## src/rtl/fpm_pkg.sv

```systemverilog
package fpm_pkg;

    typedef enum logic [1:0] {
        CLS_NUM  = 2'd0,
        CLS_ZERO = 2'd1,
        CLS_INF  = 2'd2,
        CLS_NAN  = 2'd3
    } fpm_cls_e;

endpackage

```

## src/rtl/fpm_unpack.sv

```systemverilog
module fpm_unpack
    import fpm_pkg::*;
#(
    parameter int EXP_W = 8,
    parameter int MAN_W = 23
) (
    input  logic [EXP_W+MAN_W:0] word,
    output logic                 sign,
    output logic [EXP_W-1:0]     exp_f,
    output logic [MAN_W:0]       sig,
    output fpm_cls_e             cls
);
    localparam logic [EXP_W-1:0] EXP_ONES = {EXP_W{1'b1}};

    logic [MAN_W-1:0] frac;

    always_comb begin
        sign  = word[EXP_W+MAN_W];
        exp_f = word[EXP_W+MAN_W-1:MAN_W];
        frac  = word[MAN_W-1:0];
        sig   = {1'b1, frac};
        if (exp_f == '0) begin
            cls = CLS_ZERO;            // subnormals flushed, sign kept
        end else if (exp_f == EXP_ONES) begin
            cls = (frac == '0) ? CLS_INF : CLS_NAN;
        end else begin
            cls = CLS_NUM;
        end
    end

endmodule

```

## src/rtl/fpm_round.sv

```systemverilog
module fpm_round
    import fpm_pkg::*;
#(
    parameter int EXP_W = 8,
    parameter int MAN_W = 23
) (
    input  logic                     sign,
    input  fpm_cls_e                 cls,
    input  logic signed [EXP_W+1:0]  exp_sum,
    input  logic [2*MAN_W+1:0]       prod,
    input  logic                     trunc,
    output logic [EXP_W+MAN_W:0]     word
);
    localparam int PW = 2*MAN_W + 2;
    localparam int EW2 = EXP_W + 2;
    localparam logic signed [EW2-1:0] EXP_TOP = EW2'((1 << EXP_W) - 1);
    localparam logic [EXP_W+MAN_W:0] QNAN =
        {1'b0, {EXP_W{1'b1}}, 1'b1, {(MAN_W-1){1'b0}}};

    logic                  hi;
    logic [MAN_W-1:0]      mant_n;
    logic                  guard;
    logic                  up;
    logic [MAN_W:0]        rsum;
    logic signed [EW2-1:0] exp_n;
    logic signed [EW2-1:0] exp_r;

    always_comb begin
        hi     = prod[PW-1];
        mant_n = hi ? prod[PW-2 -: MAN_W] : prod[PW-3 -: MAN_W];
        guard  = hi ? prod[PW-2-MAN_W]    : prod[PW-3-MAN_W];
        exp_n  = exp_sum + EW2'(hi);
        up     = !trunc && guard;
        rsum   = {1'b0, mant_n} + (MAN_W+1)'(up);
        exp_r  = exp_n + EW2'(rsum[MAN_W]);

        unique case (cls)
            CLS_NAN:  word = QNAN;
            CLS_INF:  word = {sign, {EXP_W{1'b1}}, {MAN_W{1'b0}}};
            CLS_ZERO: word = {sign, {(EXP_W+MAN_W){1'b0}}};
            default: begin
                if (exp_r >= EXP_TOP) begin
                    word = {sign, {EXP_W{1'b1}}, {MAN_W{1'b0}}};
                end else if (exp_r <= 0) begin
                    word = {sign, {(EXP_W+MAN_W){1'b0}}};
                end else begin
                    word = {sign, exp_r[EXP_W-1:0], rsum[MAN_W-1:0]};
                end
            end
        endcase
    end

endmodule

```

## src/rtl/fp32_mul_unit.sv

```systemverilog
module fp32_mul_unit
    import fpm_pkg::*;
#(
    parameter int EXP_W = 8,
    parameter int MAN_W = 23
) (
    input  logic                   clk,
    input  logic                   rst_n,
    input  logic                   in_valid,
    output logic                   in_ready,
    input  logic [EXP_W+MAN_W:0]   in_a,
    input  logic [EXP_W+MAN_W:0]   in_b,
    input  logic                   rnd_trunc,
    output logic                   out_valid,
    input  logic                   out_ready,
    output logic [EXP_W+MAN_W:0]   out_res
);
    localparam int W    = EXP_W + MAN_W + 1;
    localparam int PW   = 2*MAN_W + 2;
    localparam int EW2  = EXP_W + 2;
    localparam int BIAS = (1 << (EXP_W-1)) - 1;
    localparam logic [W-1:0] QNAN =
        {1'b0, {EXP_W{1'b1}}, 1'b1, {(MAN_W-1){1'b0}}};

    typedef struct packed {
        logic                  s1_v;
        logic                  s1_sign;
        fpm_cls_e              s1_cls;
        logic signed [EW2-1:0] s1_exp;
        logic [PW-1:0]         s1_prod;
        logic                  s1_trunc;
        logic                  o_v;
        logic [W-1:0]          o_res;
    } pipe_t;

    pipe_t st_d, st_q;

    logic                 sgn [2];
    logic [EXP_W-1:0]     ef  [2];
    logic [MAN_W:0]       sg  [2];
    fpm_cls_e             cl  [2];
    logic [W-1:0]         opw [2];
    logic [W-1:0]         packed_res;
    logic                 advance;

    assign opw[0] = in_a;
    assign opw[1] = in_b;

    for (genvar gi = 0; gi < 2; gi++) begin : g_unpack
        fpm_unpack #(.EXP_W(EXP_W), .MAN_W(MAN_W)) unpack_i (
            .word  (opw[gi]),
            .sign  (sgn[gi]),
            .exp_f (ef[gi]),
            .sig   (sg[gi]),
            .cls   (cl[gi])
        );
    end

    fpm_round #(.EXP_W(EXP_W), .MAN_W(MAN_W)) round_i (
        .sign    (st_q.s1_sign),
        .cls     (st_q.s1_cls),
        .exp_sum (st_q.s1_exp),
        .prod    (st_q.s1_prod),
        .trunc   (st_q.s1_trunc),
        .word    (packed_res)
    );

    always_comb begin
        advance = !st_q.o_v || out_ready;
        st_d    = st_q;
        if (advance) begin
            st_d.o_v   = st_q.s1_v;
            st_d.o_res = packed_res;
            st_d.s1_v  = in_valid;
            if (in_valid) begin
                st_d.s1_sign  = sgn[0] ^ sgn[1];
                st_d.s1_trunc = rnd_trunc;
                st_d.s1_prod  = sg[0] * sg[1];
                st_d.s1_exp   = $signed({2'b00, ef[0]}) + $signed({2'b00, ef[1]})
                              - EW2'(BIAS);
                if (cl[0] == CLS_NAN || cl[1] == CLS_NAN ||
                    (cl[0] == CLS_ZERO && cl[1] == CLS_INF) ||
                    (cl[0] == CLS_INF && cl[1] == CLS_ZERO)) begin
                    st_d.s1_cls = CLS_NAN;
                end else if (cl[0] == CLS_INF || cl[1] == CLS_INF) begin
                    st_d.s1_cls = CLS_INF;
                end else if (cl[0] == CLS_ZERO || cl[1] == CLS_ZERO) begin
                    st_d.s1_cls = CLS_ZERO;
                end else begin
                    st_d.s1_cls = CLS_NUM;
                end
            end
        end
    end

    always_ff @(posedge clk or negedge rst_n) begin
        if (!rst_n) begin
            st_q <= '0;
        end else begin
            st_q <= st_d;
        end
    end

    assign in_ready  = advance;
    assign out_valid = st_q.o_v;
    assign out_res   = st_q.o_res;

    AST_HOLD_RESULT: assert property (@(posedge clk) disable iff (!rst_n)
        out_valid && !out_ready |=> out_valid && $stable(out_res));

    AST_ACCEPT_ENTERS: assert property (@(posedge clk) disable iff (!rst_n)
        in_valid && in_ready |=> st_q.s1_v);

    AST_NAN_CANON: assert property (@(posedge clk) disable iff (!rst_n)
        out_valid && (out_res[W-2 -: EXP_W] == {EXP_W{1'b1}}) &&
        (out_res[MAN_W-1:0] != '0) |-> out_res == QNAN);

    AST_NO_SUBNORMAL: assert property (@(posedge clk) disable iff (!rst_n)
        out_valid |-> !((out_res[W-2 -: EXP_W] == '0) &&
                        (out_res[MAN_W-1:0] != '0)));

endmodule

```

## config.mk

```make
export PLATFORM = sky130hd
export DESIGN_NAME = fp32_mul_unit
export DESIGN_NICKNAME = d
export VERILOG_FILES = /design/src/rtl/fpm_pkg.sv /design/src/rtl/fpm_unpack.sv /design/src/rtl/fpm_round.sv /design/src/rtl/fp32_mul_unit.sv
export SDC_FILE = /design/constraint.sdc
export NUM_CORES = 2
export LEC_CHECK = 0
export ABC_AREA = 1
export BUFFER_PORTS_ARGS = -buffer_cell sky130_fd_sc_hd__buf_4
export CAP_MARGIN = 5
export CORE_AREA = 2 2 252 254
export CTS_BUF_LIST = sky130_fd_sc_hd__clkbuf_16
export DETAILED_ROUTE_END_ITERATION = 16
export DIE_AREA = 0 0 254 256
export PLACE_DENSITY = 0.63
export SLEW_MARGIN = 0
export SYNTH_ARGS = -nofsm -noshare
export SYNTH_HDL_FRONTEND = slang
export SYNTH_SLANG_ARGS = --single-unit
```

## constraint.sdc

```tcl
create_clock -name clk -period 3.39 [get_ports clk]
set_input_delay 0.1695 -clock clk [delete_from_list [all_inputs] [get_ports clk]]
set_output_delay 0.1695 -clock clk [all_outputs]
set_load 0.05 [all_outputs]
```

After elaboration in Yosys (flattened, before gate mapping)
Cells that the tools add are included.
Widths: inputs -> output; s select.
{"block": "totals", "in_bits": 69, "wordCells": 58, "regBits": 96, "output_inout_bits": 34}
{"block": "op_classes", "n_eq_ne": 11, "reduce_logical": 16, "add_sub_neg": 5, "mux": 14, "mul": 1, "bitwise_logic": 1, "magnitude_cmp": 2}
{"op": "$pmux 32 s3", "n": 1}
{"op": "$mux 31", "n": 2}
{"op": "$mul 24x24->48", "n": 1}
{"op": "$logic_not 23->1", "n": 2}
{"op": "$add 23x1->24", "n": 1}
{"op": "$mux 23", "n": 1}
{"op": "$add 10x1->10", "n": 2}
{"op": "$eq 8x8->1 const B", "n": 2}
{"op": "$logic_not 8->1", "n": 2}
{"op": "$eq 2x2->1 const B", "n": 6}
{"op": "$mux 2", "n": 6}
{"op": "$ge 10x9->1 const B", "n": 1}
{"op": "$le 10x1->1 const B", "n": 1}
{"op": "$sub 9x7->10 const B", "n": 1}
{"op": "$add 8x8->9", "n": 1}
{"op": "$eq 2x1->1 const B", "n": 3}
{"op": "$logic_or 1x1->1", "n": 6}
{"op": "$mux 1", "n": 4}
{"op": "$logic_and 1x1->1", "n": 3}
{"op": "$logic_not 1->1", "n": 2}
{"op": "$reduce_and 2->1", "n": 1}
{"op": "$xor 1x1->1", "n": 1}

Logic depth before layout (Yosys ltp)
{"block": "logic_depth", "ltp_word": 9, "ltp_mapped": 31, "mapped_depth_nobuf": 29}

By module
Synthesis repeated with hierarchy kept, for this count alone.
{"block": "hier_totals", "cells_unflattened": 3780, "area_unflattened_um2": 27154.8}
{"mod": "fp32_mul_unit", "seq_area_each_um2": 2402.3, "cells_per_inst": 3315, "area_each_um2": 24661.2, "n_inst": 1}
{"mod": "fpm_round", "seq_area_each_um2": 0.0, "cells_per_inst": 337, "area_each_um2": 1725.4, "n_inst": 1}
{"mod": "fpm_unpack", "seq_area_each_um2": 0.0, "cells_per_inst": 64, "area_each_um2": 384.1, "n_inst": 2}

Worst setup path after synthesis
Ideal clock, no wire load.
{"block": "synth_timing", "path_type": "in2reg", "from": "input in_b[3]", "to": "register st_q[71] (netlist bit)", "setup_slack_ns": -2.546, "required_time_ns": 3.258, "cell_stages": 28, "path_buffers": 2, "arrival_ns": 5.804, "setup_ns": 0.132, "path_cell_list": "clkbuf_1 -> clkbuf_1 -> nand2_1 -> fa_1 -> inv_1 -> fa_1 -> inv_1 -> fa_1 -> inv_1 -> fa_1 -> inv_1 -> fa_1 -> inv_1 -> fa_1 -> inv_1 -> fa_1 -> inv_1 -> ha_1 -> nand2_1 -> nor2_1 -> inv_1 -> nor2_1 -> nand3_1 -> or2_2 -> nand3_1 -> nand2_1 -> nand3_1 -> o21ai_0"}
{"block": "synth_between", "elab_chain_cells": 1}
{"item": "from (decl)", "line": "fp32_mul_unit.sv:12", "source": "input logic [EXP_W+MAN_W:0] in_b,"}
{"item": "$mul 24x24->48", "line": "fp32_mul_unit.sv:78", "source": "st_d.s1_prod = sg[0] * sg[1];"}
{"item": "to (signal assigned)", "line": "fp32_mul_unit.sv:100", "source": "st_q <= st_d;"}
{"item": "to (decl)", "line": "fp32_mul_unit.sv:36", "source": "pipe_t st_d, st_q;"}
No other way between the ends.
A chain may end at the register's enable or synchronous reset.

Final worst setup path
{"block": "layout_timing", "from": "input in_a[15]", "to": "register st_q[76] (netlist bit)"}
{"block": "layout_between", "elab_chain_cells": 1}
{"item": "from (decl)", "line": "fp32_mul_unit.sv:11", "source": "input logic [EXP_W+MAN_W:0] in_a,"}
{"item": "$mul 24x24->48", "line": "fp32_mul_unit.sv:78"}
No other way between the ends.

==> reports/qor.csv <==
metric,value,unit
final.setup_skew,0.00703,ns
outcome,finished with violations,
worst_setup_hold_path_clk_slew,0.06,ns
share_of_post_route_cells_with_drive_strength_above_1,0.268,
num_rows,92,
synth_most_common_cell,inv_1,
cells_after_synthesis,3360,
die_area,0.0650,mm^2
detailedRoute.firstIterationViolations,1383,
worst_ep_required_time,3.62,ns
drc,0,
vias,21800,
slew_headroom,0.355,
filler_cell_count,5782,
critical_path.max_fanout,7,
worst_slew_pin_slew,0.967,ns
setup_repair_after_global_routing_missed_its_margin,yes,
grt_overflow,0,
cts_tree,built,
antenna_found_initial,0,
detail-route-antenna-nets,0,
critPathArrivalTime,5.72,ns
synth-warning-count,0,
root_buffer,clkbuf_16,
main_flop_type_after_synthesis,dfrtp_1,
chipWidth,254,um
violations,"hold timing, setup timing",
drt_wl_total,73800,um
ctsLongestPathBuffers,2,
final.period_utilization,1.62,
synthDominantAreaCellType,fa_1,
cts.sink_count,74,
postCtsHoldBufs,0,
synth_async_sr_flop_share,1.00,
initial_core_util,0.397,
mappedNetlistArea,0.0248,mm^2
endpoint_kind,flop,
area_delta_synth_final,30.7,%
syn-num-nets,4099,
startpoint_type,input pin,
maximum_number_of_pins_on_one_net_before_global_route_repair,75,
vias_per_cell,4.82,
post-place-cells,4434,
total_nets_final,4421,
worst_skew_pair.late_latency,0.34,ns
criticalPathCategory,in -> reg,
synthTopCellsByArea,"fa_1 39%, inv_1 15%, nand2_1 13%",
avgRoutedWirePerCell,16.3,um
post_synth_num_cell_types,46,
i_o_pins,103,
timing_hold_violations_final,25,
hold_ws,-0.0278,ns
final_worst_setup_slack,-2.10,ns
synth.top_cell.area_share,0.390,
maxCapViolCount,0,
timing.setup.tns,-53.60,ns
place.detailed.hpwl,56800,um
pre_cts_ws,-2.72,ns
dr.pass1.iters,5,
ctsHtreeMaxLevel,3,
cts-buffers-inserted,9,
timing_max_transition_violations_final,0,
synth_register_bits,74,
finish.utilization,0.519,
synth_sequential_area_ratio,0.0747,
core-area,0.0624,mm^2
global_route_wire_length_before_repair,113000,um
hold_class,in -> async,
die_h,256,um
grt_util_all_layers,0.217,
ant_cells,0,
max_clock_freq,0.182,GHz
r2r.worst_path.cells,23,
grt_pass1_vias,22100,
post_synth_most_frequent_cells,"970 x inv_1, 891 x nand2_1, 483 x fa_1, 187 x ha_1, 168 x nor2_1",
fin_cells,4533,
report.final.setup_viol,51,
synth_edf_count,0,
placement.io_buffers,102,
finalCriticalPeriod,5.49,ns
placer_congestion_estimate,0.913,
syn_area_per_cell,7.38,um^2
[registers in the layout (all words and copies together) (netlist names)]
register   count
out_res       32
out_valid      1
st_q          41
[through the flow]
| step | hold slack, ns | instance area, um^2 |
|---|---|---|
| finish | -0.0278 | 32400 |
| CTS | 0.00504 | 29800 |
| detailed placement | 0.388 | 28400 |
| global route | 0.0334 | 32400 |
| floorplan | -0.126 | 25400 |
| global placement | 0.387 | 28400 |
[cells in the final DEF (no fill, tap or decap), types with 6 or more instances in the layout]
| cell type | count |
|---|---|
| a21oi_4 | 14 |
| nor2_2 | 33 |
| xor2_1 | 13 |
| nor3_2 | 9 |
| xnor2_1 | 12 |
| o21a_1 | 7 |
| a21oi_1 | 39 |
| nand2_2 | 82 |
| inv_2 | 102 |
| nand2_1 | 775 |
| clkbuf_16 | 24 |
| buf_16 | 20 |
| o21ai_1 | 40 |
| nor2_4 | 44 |
| a21oi_2 | 24 |
| buf_12 | 34 |
| nand3_1 | 59 |
| nand3b_1 | 9 |
| o21ai_2 | 16 |
| nand3_2 | 32 |
| fa_2 | 33 |
| nor2_1 | 97 |
| buf_4 | 337 |
| nor3_1 | 6 |
| o21ai_0 | 31 |
| inv_1 | 871 |
| buf_6 | 51 |
| fa_1 | 450 |
| buf_8 | 11 |
| nor4_1 | 12 |
| nand2_4 | 38 |
| ha_4 | 28 |
| dfrtp_1 | 73 |
| nand4_1 | 25 |
| ha_1 | 155 |
| o21ai_4 | 6 |
[critical path, cell delays in order]
cell	delay [ns]
buf_12	0.13
buf_4	0.14
nand2_1	0.07
inv_2	0.04
fa_2	0.57
fa_1	0.43
inv_2	0.08
fa_2	0.44
fa_2	0.53
inv_1	0.06
fa_2	0.41
fa_1	0.51
inv_1	0.05
fa_1	0.53
inv_2	0.06
ha_4	0.32
nand2_4	0.09
buf_6	0.13
nor2_4	0.18
buf_6	0.13
nand2_4	0.07
nor2_4	0.16
nand3_2	0.11
nand3_1	0.10
nand2_1	0.06
nand3_1	0.07
o21ai_0	0.08
[routing by layer]
metal / track usage / routed length (um)
met5: 0 / 0
met1: 0.292 / 31000
met4: 0.0508 / 2130
met2: 0.371 / 35600
met3: 0.0258 / 5010
[path summary, 6_finish.rpt]
| check | start | endpoint | slack (ns) |
|---|---|---|---|
| hold reg to reg | st_q[95]$_DFFE_PN0N_ | out_valid$_DFFE_PN0N_ | 0.45 |
| setup / recovery | in_a[15] | st_q[76]$_DFFE_PN0P_ | -2.10 |
| max in group asynchronous | rst_n | st_q[81]$_DFFE_PN0P_ | 2.72 |
| min in group clk | rnd_trunc | st_q[33]$_DFFE_PN0P_ | 0.04 |
| setup reg to reg | st_q[81]$_DFFE_PN0P_ | out_res[27]$_DFFE_PN0N_ | -0.12 |
| hold / removal | rst_n | st_q[95]$_DFFE_PN0N_ | -0.03 |
[logic make-up after synthesis]
| family | count (synthesis) | synth area share |
|---|---|---|
| AO/OA/AOI/OAI | 203 | 0.0458 |
| XOR/XNOR | 32 | 0.0113 |
| adder cells (fa/ha/maj) | 670 | 0.484 |
| buffers and inverters | 1136 | 0.180 |
| flip-flops | 74 | 0.0747 |
| AND/OR/NAND/NOR | 1245 | 0.204 |
[final cells by class]
cell class	count	area, um^2	area share
Clock inverter	7	71.3	0.00220
Sequential cell	74	1850	0.0572
Timing Repair Buffer	468	4880	0.150
Multi-Input combinational cell	2151	20600	0.637
Tap cell	846	1060	0.0327
Clock buffer	9	225	0.00695
Timing Repair inverter	1	11.3	0.000348
Inverter	977	3680	0.113
[repair_timing]
item,in CTS,in global routing
endpoints found under the setup margin,56,57
resized for setup,258,498
setup buffers,12,53
gates cloned,2,18
pin swaps,71,175
Power is not shown: default switching activity piles up to over one toggle a cycle in this logic, so the estimate is an artifact.
